==> config.mk <==
export PLATFORM = sky130hd
export DESIGN_NAME = dto_synth
export DESIGN_NICKNAME = d
export VERILOG_FILES = /design/src/rtl/dto_pkg.sv /design/src/rtl/dto_regs.sv /design/src/rtl/dto_src_sel.sv /design/src/rtl/dto_accum.sv /design/src/rtl/dto_synth.sv
export SDC_FILE = /design/constraint.sdc
export NUM_CORES = 1
export LEC_CHECK = 0
export ABC_AREA = 1
export BUFFER_PORTS_ARGS = -buffer_cell sky130_fd_sc_hd__buf_2
export CAP_MARGIN = 20
export CORE_UTILIZATION = 55
export DETAILED_ROUTE_END_ITERATION = 7
export HOLD_SLACK_MARGIN = 0.05
export PLACE_DENSITY = 0.78
export SYNTH_ARGS = -nofsm -noshare
export SYNTH_HDL_FRONTEND = slang
export SYNTH_SLANG_ARGS = --single-unit
==> constraint.sdc <==
create_clock -name clk -period 3.8 [get_ports clk]
set_clock_uncertainty 0.1 [all_clocks]
set_input_delay 0.76 -clock clk [delete_from_list [all_inputs] [get_ports clk]]
set_output_delay 0.76 -clock clk [all_outputs]
set_load 0.1 [all_outputs]
==> src/rtl/dto_pkg.sv <==
package dto_pkg;
  localparam int ADDR_W = 2;
  localparam int DATA_W = 32;

  typedef enum logic [ADDR_W-1:0] {
    REG_INC  = 2'd0,
    REG_SEL  = 2'd1,
    REG_ENA  = 2'd2,
    REG_MODE = 2'd3
  } reg_addr_e;
endpackage

==> src/rtl/dto_regs.sv <==
module dto_regs
  import dto_pkg::*;
#(
  parameter int ACC_W   = 29,
  parameter int NUM_SRC = 3,
  parameter int SEL_W   = 2
) (
  input  logic              clk,
  input  logic              rst_n,
  input  logic              wr_en,
  input  logic [ADDR_W-1:0] wr_addr,
  input  logic [DATA_W-1:0] wr_data,
  input  logic [ADDR_W-1:0] rd_addr,
  output logic [DATA_W-1:0] rd_data,
  output logic [ACC_W-1:0]  inc_q,
  output logic [SEL_W-1:0]  sel_q,
  output logic              ena_q,
  output logic              mode_q
);
  logic [ACC_W-1:0] inc_d;
  logic [SEL_W-1:0] sel_d;
  logic             ena_d;
  logic             mode_d;
  logic             sel_ok;

  assign sel_ok = (wr_data < DATA_W'(NUM_SRC)) && !ena_q;

  always_comb begin
    inc_d  = inc_q;
    sel_d  = sel_q;
    ena_d  = ena_q;
    mode_d = mode_q;
    if (wr_en) begin
      case (reg_addr_e'(wr_addr))
        REG_INC:  inc_d  = wr_data[ACC_W-1:0];
        REG_SEL:  if (sel_ok) sel_d = wr_data[SEL_W-1:0];
        REG_ENA:  ena_d  = wr_data[0];
        REG_MODE: mode_d = wr_data[0];
        default:  ;
      endcase
    end
  end

  always_ff @(posedge clk or negedge rst_n) begin
    if (!rst_n) begin
      inc_q  <= '0;
      sel_q  <= '0;
      ena_q  <= 1'b0;
      mode_q <= 1'b1;
    end else begin
      inc_q  <= inc_d;
      sel_q  <= sel_d;
      ena_q  <= ena_d;
      mode_q <= mode_d;
    end
  end

  always_comb begin
    rd_data = '0;
    case (reg_addr_e'(rd_addr))
      REG_INC:  rd_data[ACC_W-1:0] = inc_q;
      REG_SEL:  rd_data[SEL_W-1:0] = sel_q;
      REG_ENA:  rd_data[0]         = ena_q;
      REG_MODE: rd_data[0]         = mode_q;
      default:  ;
    endcase
  end
endmodule

==> src/rtl/dto_src_sel.sv <==
module dto_src_sel #(
  parameter int NUM_SRC = 3,
  parameter int SEL_W   = 2
) (
  input  logic [NUM_SRC-1:0] src_stb,
  input  logic [SEL_W-1:0]   sel_q,
  output logic               step
);
  logic [NUM_SRC-1:0] hit;

  for (genvar g = 0; g < NUM_SRC; g++) begin : g_src
    assign hit[g] = src_stb[g] && (sel_q == SEL_W'(g));
  end

  assign step = |hit;
endmodule

==> src/rtl/dto_accum.sv <==
module dto_accum #(
  parameter int ACC_W = 29
) (
  input  logic             clk,
  input  logic             rst_n,
  input  logic             ena,
  input  logic             mode_dbl,
  input  logic             step,
  input  logic [ACC_W-1:0] inc,
  output logic [ACC_W-1:0] acc_q,
  output logic             clk_out
);
  localparam int TOP_DBL = ACC_W - 1;
  localparam int TOP_NRM = ACC_W - 2;

  logic [ACC_W-1:0] sum;
  logic [ACC_W-1:0] acc_d;

  assign sum = acc_q + inc;

  always_comb begin
    acc_d = acc_q;
    if (!ena) begin
      acc_d = '0;
    end else if (step) begin
      if (mode_dbl) acc_d = sum;
      else          acc_d = {1'b0, sum[TOP_NRM:0]};
    end
  end

  always_ff @(posedge clk or negedge rst_n) begin
    if (!rst_n) acc_q <= '0;
    else        acc_q <= acc_d;
  end

  assign clk_out = ena && (mode_dbl ? acc_q[TOP_DBL] : acc_q[TOP_NRM]);
endmodule

==> src/rtl/dto_synth.sv <==
module dto_synth
  import dto_pkg::*;
#(
  parameter int ACC_W   = 29,
  parameter int NUM_SRC = 3
) (
  input  logic               clk,
  input  logic               rst_n,
  input  logic [NUM_SRC-1:0] src_stb,
  input  logic               wr_en,
  input  logic [ADDR_W-1:0]  wr_addr,
  input  logic [DATA_W-1:0]  wr_data,
  input  logic [ADDR_W-1:0]  rd_addr,
  output logic [DATA_W-1:0]  rd_data,
  output logic               clk_out
);
  localparam int SEL_W = (NUM_SRC > 1) ? $clog2(NUM_SRC) : 1;

  logic [1:0]       rst_sync;
  logic             rst_n_s;
  logic [ACC_W-1:0] inc_q;
  logic [SEL_W-1:0] sel_q;
  logic             ena_q;
  logic             mode_q;
  logic             step;
  logic [ACC_W-1:0] acc_q;

  always_ff @(posedge clk or negedge rst_n) begin
    if (!rst_n) rst_sync <= 2'b00;
    else        rst_sync <= {rst_sync[0], 1'b1};
  end
  assign rst_n_s = rst_sync[1];

  dto_regs #(.ACC_W(ACC_W), .NUM_SRC(NUM_SRC), .SEL_W(SEL_W)) u_regs (
    .clk(clk), .rst_n(rst_n_s), .wr_en(wr_en), .wr_addr(wr_addr),
    .wr_data(wr_data), .rd_addr(rd_addr), .rd_data(rd_data),
    .inc_q(inc_q), .sel_q(sel_q), .ena_q(ena_q), .mode_q(mode_q)
  );

  dto_src_sel #(.NUM_SRC(NUM_SRC), .SEL_W(SEL_W)) u_sel (
    .src_stb(src_stb), .sel_q(sel_q), .step(step)
  );

  dto_accum #(.ACC_W(ACC_W)) u_acc (
    .clk(clk), .rst_n(rst_n_s), .ena(ena_q), .mode_dbl(mode_q),
    .step(step), .inc(inc_q), .acc_q(acc_q), .clk_out(clk_out)
  );
endmodule

==> summary.md <==
| Metric | Value |
|---|---|
| Register area share after synthesis | `between 30 and 40%` |
| Reg2reg setup slack | `1.63 ns` |
| Period utilization | `78.0%` |
| Switching power | `around 0.0018 W` |
| Crit path DAT | `2.10 ns` |
| Residual DRC | `0` |
| Highest Clock Rate | `338 MHz` |
| Skew-Pair Late Insertion Delay | `0.35 ns` |
| Pwr Density | `644 mW/mm^2` |
| CP endpoint kind | `output port` |
| Status | `complete, no violations` |
| Post-CTS setup buffer count | `0` |
| GR met3 Demand/Resource | `3.32%` |
| Post_cts resized | `0` |
| Avg Vias per Cell | `5.07` |
| Grt ovf | `0` |
| Peak VDD IR | `286 uV` |
| # diodes | `0` |
| Critical path required time | `2.94 ns` |
| Slew headroom | `between 30% and 40%` |
| RSZ-0062 raised after global routing | `false` |
| Layout Cells excl Fill | `a little under 1000` |
| Core ar. | `~0.0087 sq mm` |
| Pint | `between 0.0015 and 0.002 W` |
| H-tree levels | `3` |
| Initial Util | `56.7%` |
| # nets final | `between 900 and 1000` |
| Final-report hold violation count | `0` |
| Syn. warnings | `0` |
| GR Util met1 | `38.5%` |
| Die area | `slightly above 0.009 sq mm` |
| Clock-pin slew on the worst setup and hold paths | `approximately 0.080 ns` |
| Via count | `approximately 4900` |
| DIE HEIGHT | `96.6 um` |
| CTS Buf Count | `9` |
| Clock net sink count | `64` |
| Drt initial violations | `289` |
| # port buffers | `71` |
| Leak | `roughly 3.4 nW` |
| Clk network pwr share | `between 15 and 20%` |
| Vias in the first global route | `approximately 4600` |
| Post-Synth XOR/XNOR Area | `0.712%` |
| Critical Path Start Type | `input port` |
| # IOs | `75` |
| Crit path max fanout | `20` |
| Largest family of logic cells by synthesized area | `simple AND/OR/NAND/NOR gates` |
| Worst r2r path cells | `13` |
| # rows | `34` |
| HP Class | `in -> async` |
| Pin count of the biggest net entering global routing | `59` |
| Predominant post-synthesis flop cell | `dfrtp_1` |
| Crit path kind | `in -> out` |
| Sequential power share | `approximately 28%` |
| Proportion of layout cells with a drive suffix above 1 | `~14%` |
| Flop and latch count out of synthesis | `64` |
| Post-CTS Hold Buffers | `0` |
| Synthesized area per cell | `6.31 sq um` |
| Max stage delay on crit path | `0.44 ns` |
| Routed WL per cell | `12.6 um` |
| Asr flop ratio synth | `100%` |
| Final Max Slew Viols | `0` |
| Switching Fraction | `50.4%` |
| GRT busiest layer | `met2` |
| TritonCTS clock tree | `built` |
| DPL Wire Length | `roughly 9700 um` |
| Gr usage total | `between 20 and 30%` |
| Cells after Synth | `between 700 and 800` |
| Post-Route WL | `approximately 12000 um` |
| Number of synthesized flops with an enable pin | `0` |
| Fraction of the mapped netlist area in adder cells | `between 7 and 8%` |
| Final setup fails | `0` |
| DRT Pass-1 Iters | `5` |
| Synth Area in Simple Gates | `37.0%` |
| Synth cell types | `36` |
| Mux cell area share after synthesis | `0%` |
| Synth Cell Area | `0.00492 sq mm` |
| Compound-Gate Fraction of Synth Area | `9.02%` |
| Comb pwr share | `between 50% and 60%` |
| Initial antenna violation count | `0` |
| Critical Path, Cell by Cell | `buf_2 -> nor2_1 -> clkinv_1 -> buf_4 -> nor2_1 -> buf_2` |
| Post-route ant nets | `0` |
| Commonest non-fill, non-tap cell in the layout | `nand2_1` |
| Width of the die | `96.6 um` |
| Max-cap viol count | `0` |
| First-pass GRT wire length | `20800 um` |
| R2r startpoint | `u_regs.inc_q[0]` |
| Setup TNS | `0 ns` |
| Maximum root-to-sink buffer count | `2` |
| Commonest non-fill, non-tap cells in the layout | `264 x nand2_1, 144 x inv_1, 93 x nor2_1, 71 x buf_2, 62 x dfrtp_1` |
| Root Driver | `clkbuf_8` |
| Worst slew pin tran | `0.942 ns` |
| Final GP Congestion | `between 0.9 and 1` |
| Slowest cell on crit path | `buf_2` |
| Layout overhead on the synthesized area | `12.6%` |
| Post-placement cell count | `~950` |
| GR Util met2 | `approximately 44%` |
| Post-layout min period | `2.96 ns` |
| Reg-to-reg endpoint | `u_acc.acc_q[24]` |
## layout make-up
cell class / instances / area (sq um)
Sequential cell: 64 / 1600
Tap cell: 108 / 135
Clock buffer: 10 / 128
Inverter: 147 / 554
Clock inverter: 6 / 61.3
Fill cell: 818 / 3140
Multi-Input combinational cell: 556 / 2690
Timing Repair Buffer: 73 / 370
## worst max-delay path: cells and delay by family
family / cells / cell delay, ns
buf+inv: 4 / 1.08
simple gates: 2 / 0.25
## layer usage
metal,up-vias,share of wire [%]
li1,2524,-
met1,2190,49
met2,141,45
met3,28,4.3
met4,0,2.3
met5,-,0
## stage by stage
stage          setup slack, ns  hold slack, ns  power [W]  utilization (%)  area, sq um
5_1_grt                  0.740          0.0708    0.00388             63.9         5540
3_5_place_dp             0.833           0.241    0.00298             61.7         5350
4_1_cts                  0.832          0.0746    0.00355             63.9         5540
2_1_floorplan            0.355           0.231    0.00254                -         4930
3_3_place_gp             0.872           0.244    0.00293             61.7         5350
6_report                 0.838          0.0801    0.00357             63.9         5540
## kinds of logic after synthesis
logic type                 count (synthesis)
and+or+nand+nor                          433
buffers and inverters                    162
AOI/OAI and AO/OA                         86
DFF                                       64
adders and majority gates                 29
xor gates and xnor gates                   4
other                                      2
## sequential cells by signal, indices dropped and copies added, names as in the netlist
signal,count
u_acc.acc_q,29
u_regs.inc_q,29
rst_sync,2
u_regs.sel_q,2
u_regs.ena_q,1
u_regs.mode_q,1
## how the worst max path moves through the flow
stage                    start          end  slack [ns]  cells after the start
global route        rd_addr[0]  rd_data[12]        0.74                      6
finish              rd_addr[0]  rd_data[27]        0.84                      6
global placement    rd_addr[0]   rd_data[1]        0.87                      6
floorplan           rd_addr[0]  rd_data[10]        0.36                      4
detailed placement  rd_addr[0]  rd_data[27]        0.83                      6
CTS                 rd_addr[0]  rd_data[27]        0.83                      6
## synthesized netlist by cell type (all sizes together), types with 3 or more instances
cell type	n	area (sq um)
nor4	6	37.5
nand4	6	37.5
a21oi	43	215
clkbuf	3	11.3
inv	146	551
nand2	274	1060
ha	28	350
o21ai	39	199
dfrtp	63	1580
buf	12	77.6
nor2	100	408
nand3	44	260
## power by group through the flow
stage | registers (W) | clock network (W) | logic [W]
after CTS | 0.000991 | 0.000578 | 0.00199
after detailed placement | 0.00100 | 0 | 0.00197
after floorplan | 0.000954 | 0 | 0.00159
after global placement | 0.000995 | 0 | 0.00193
after global routing | 0.00102 | 0.000603 | 0.00226
final | 0.000992 | 0.000569 | 0.00201
No activity file was read; power rests on OpenSTA's default activity.
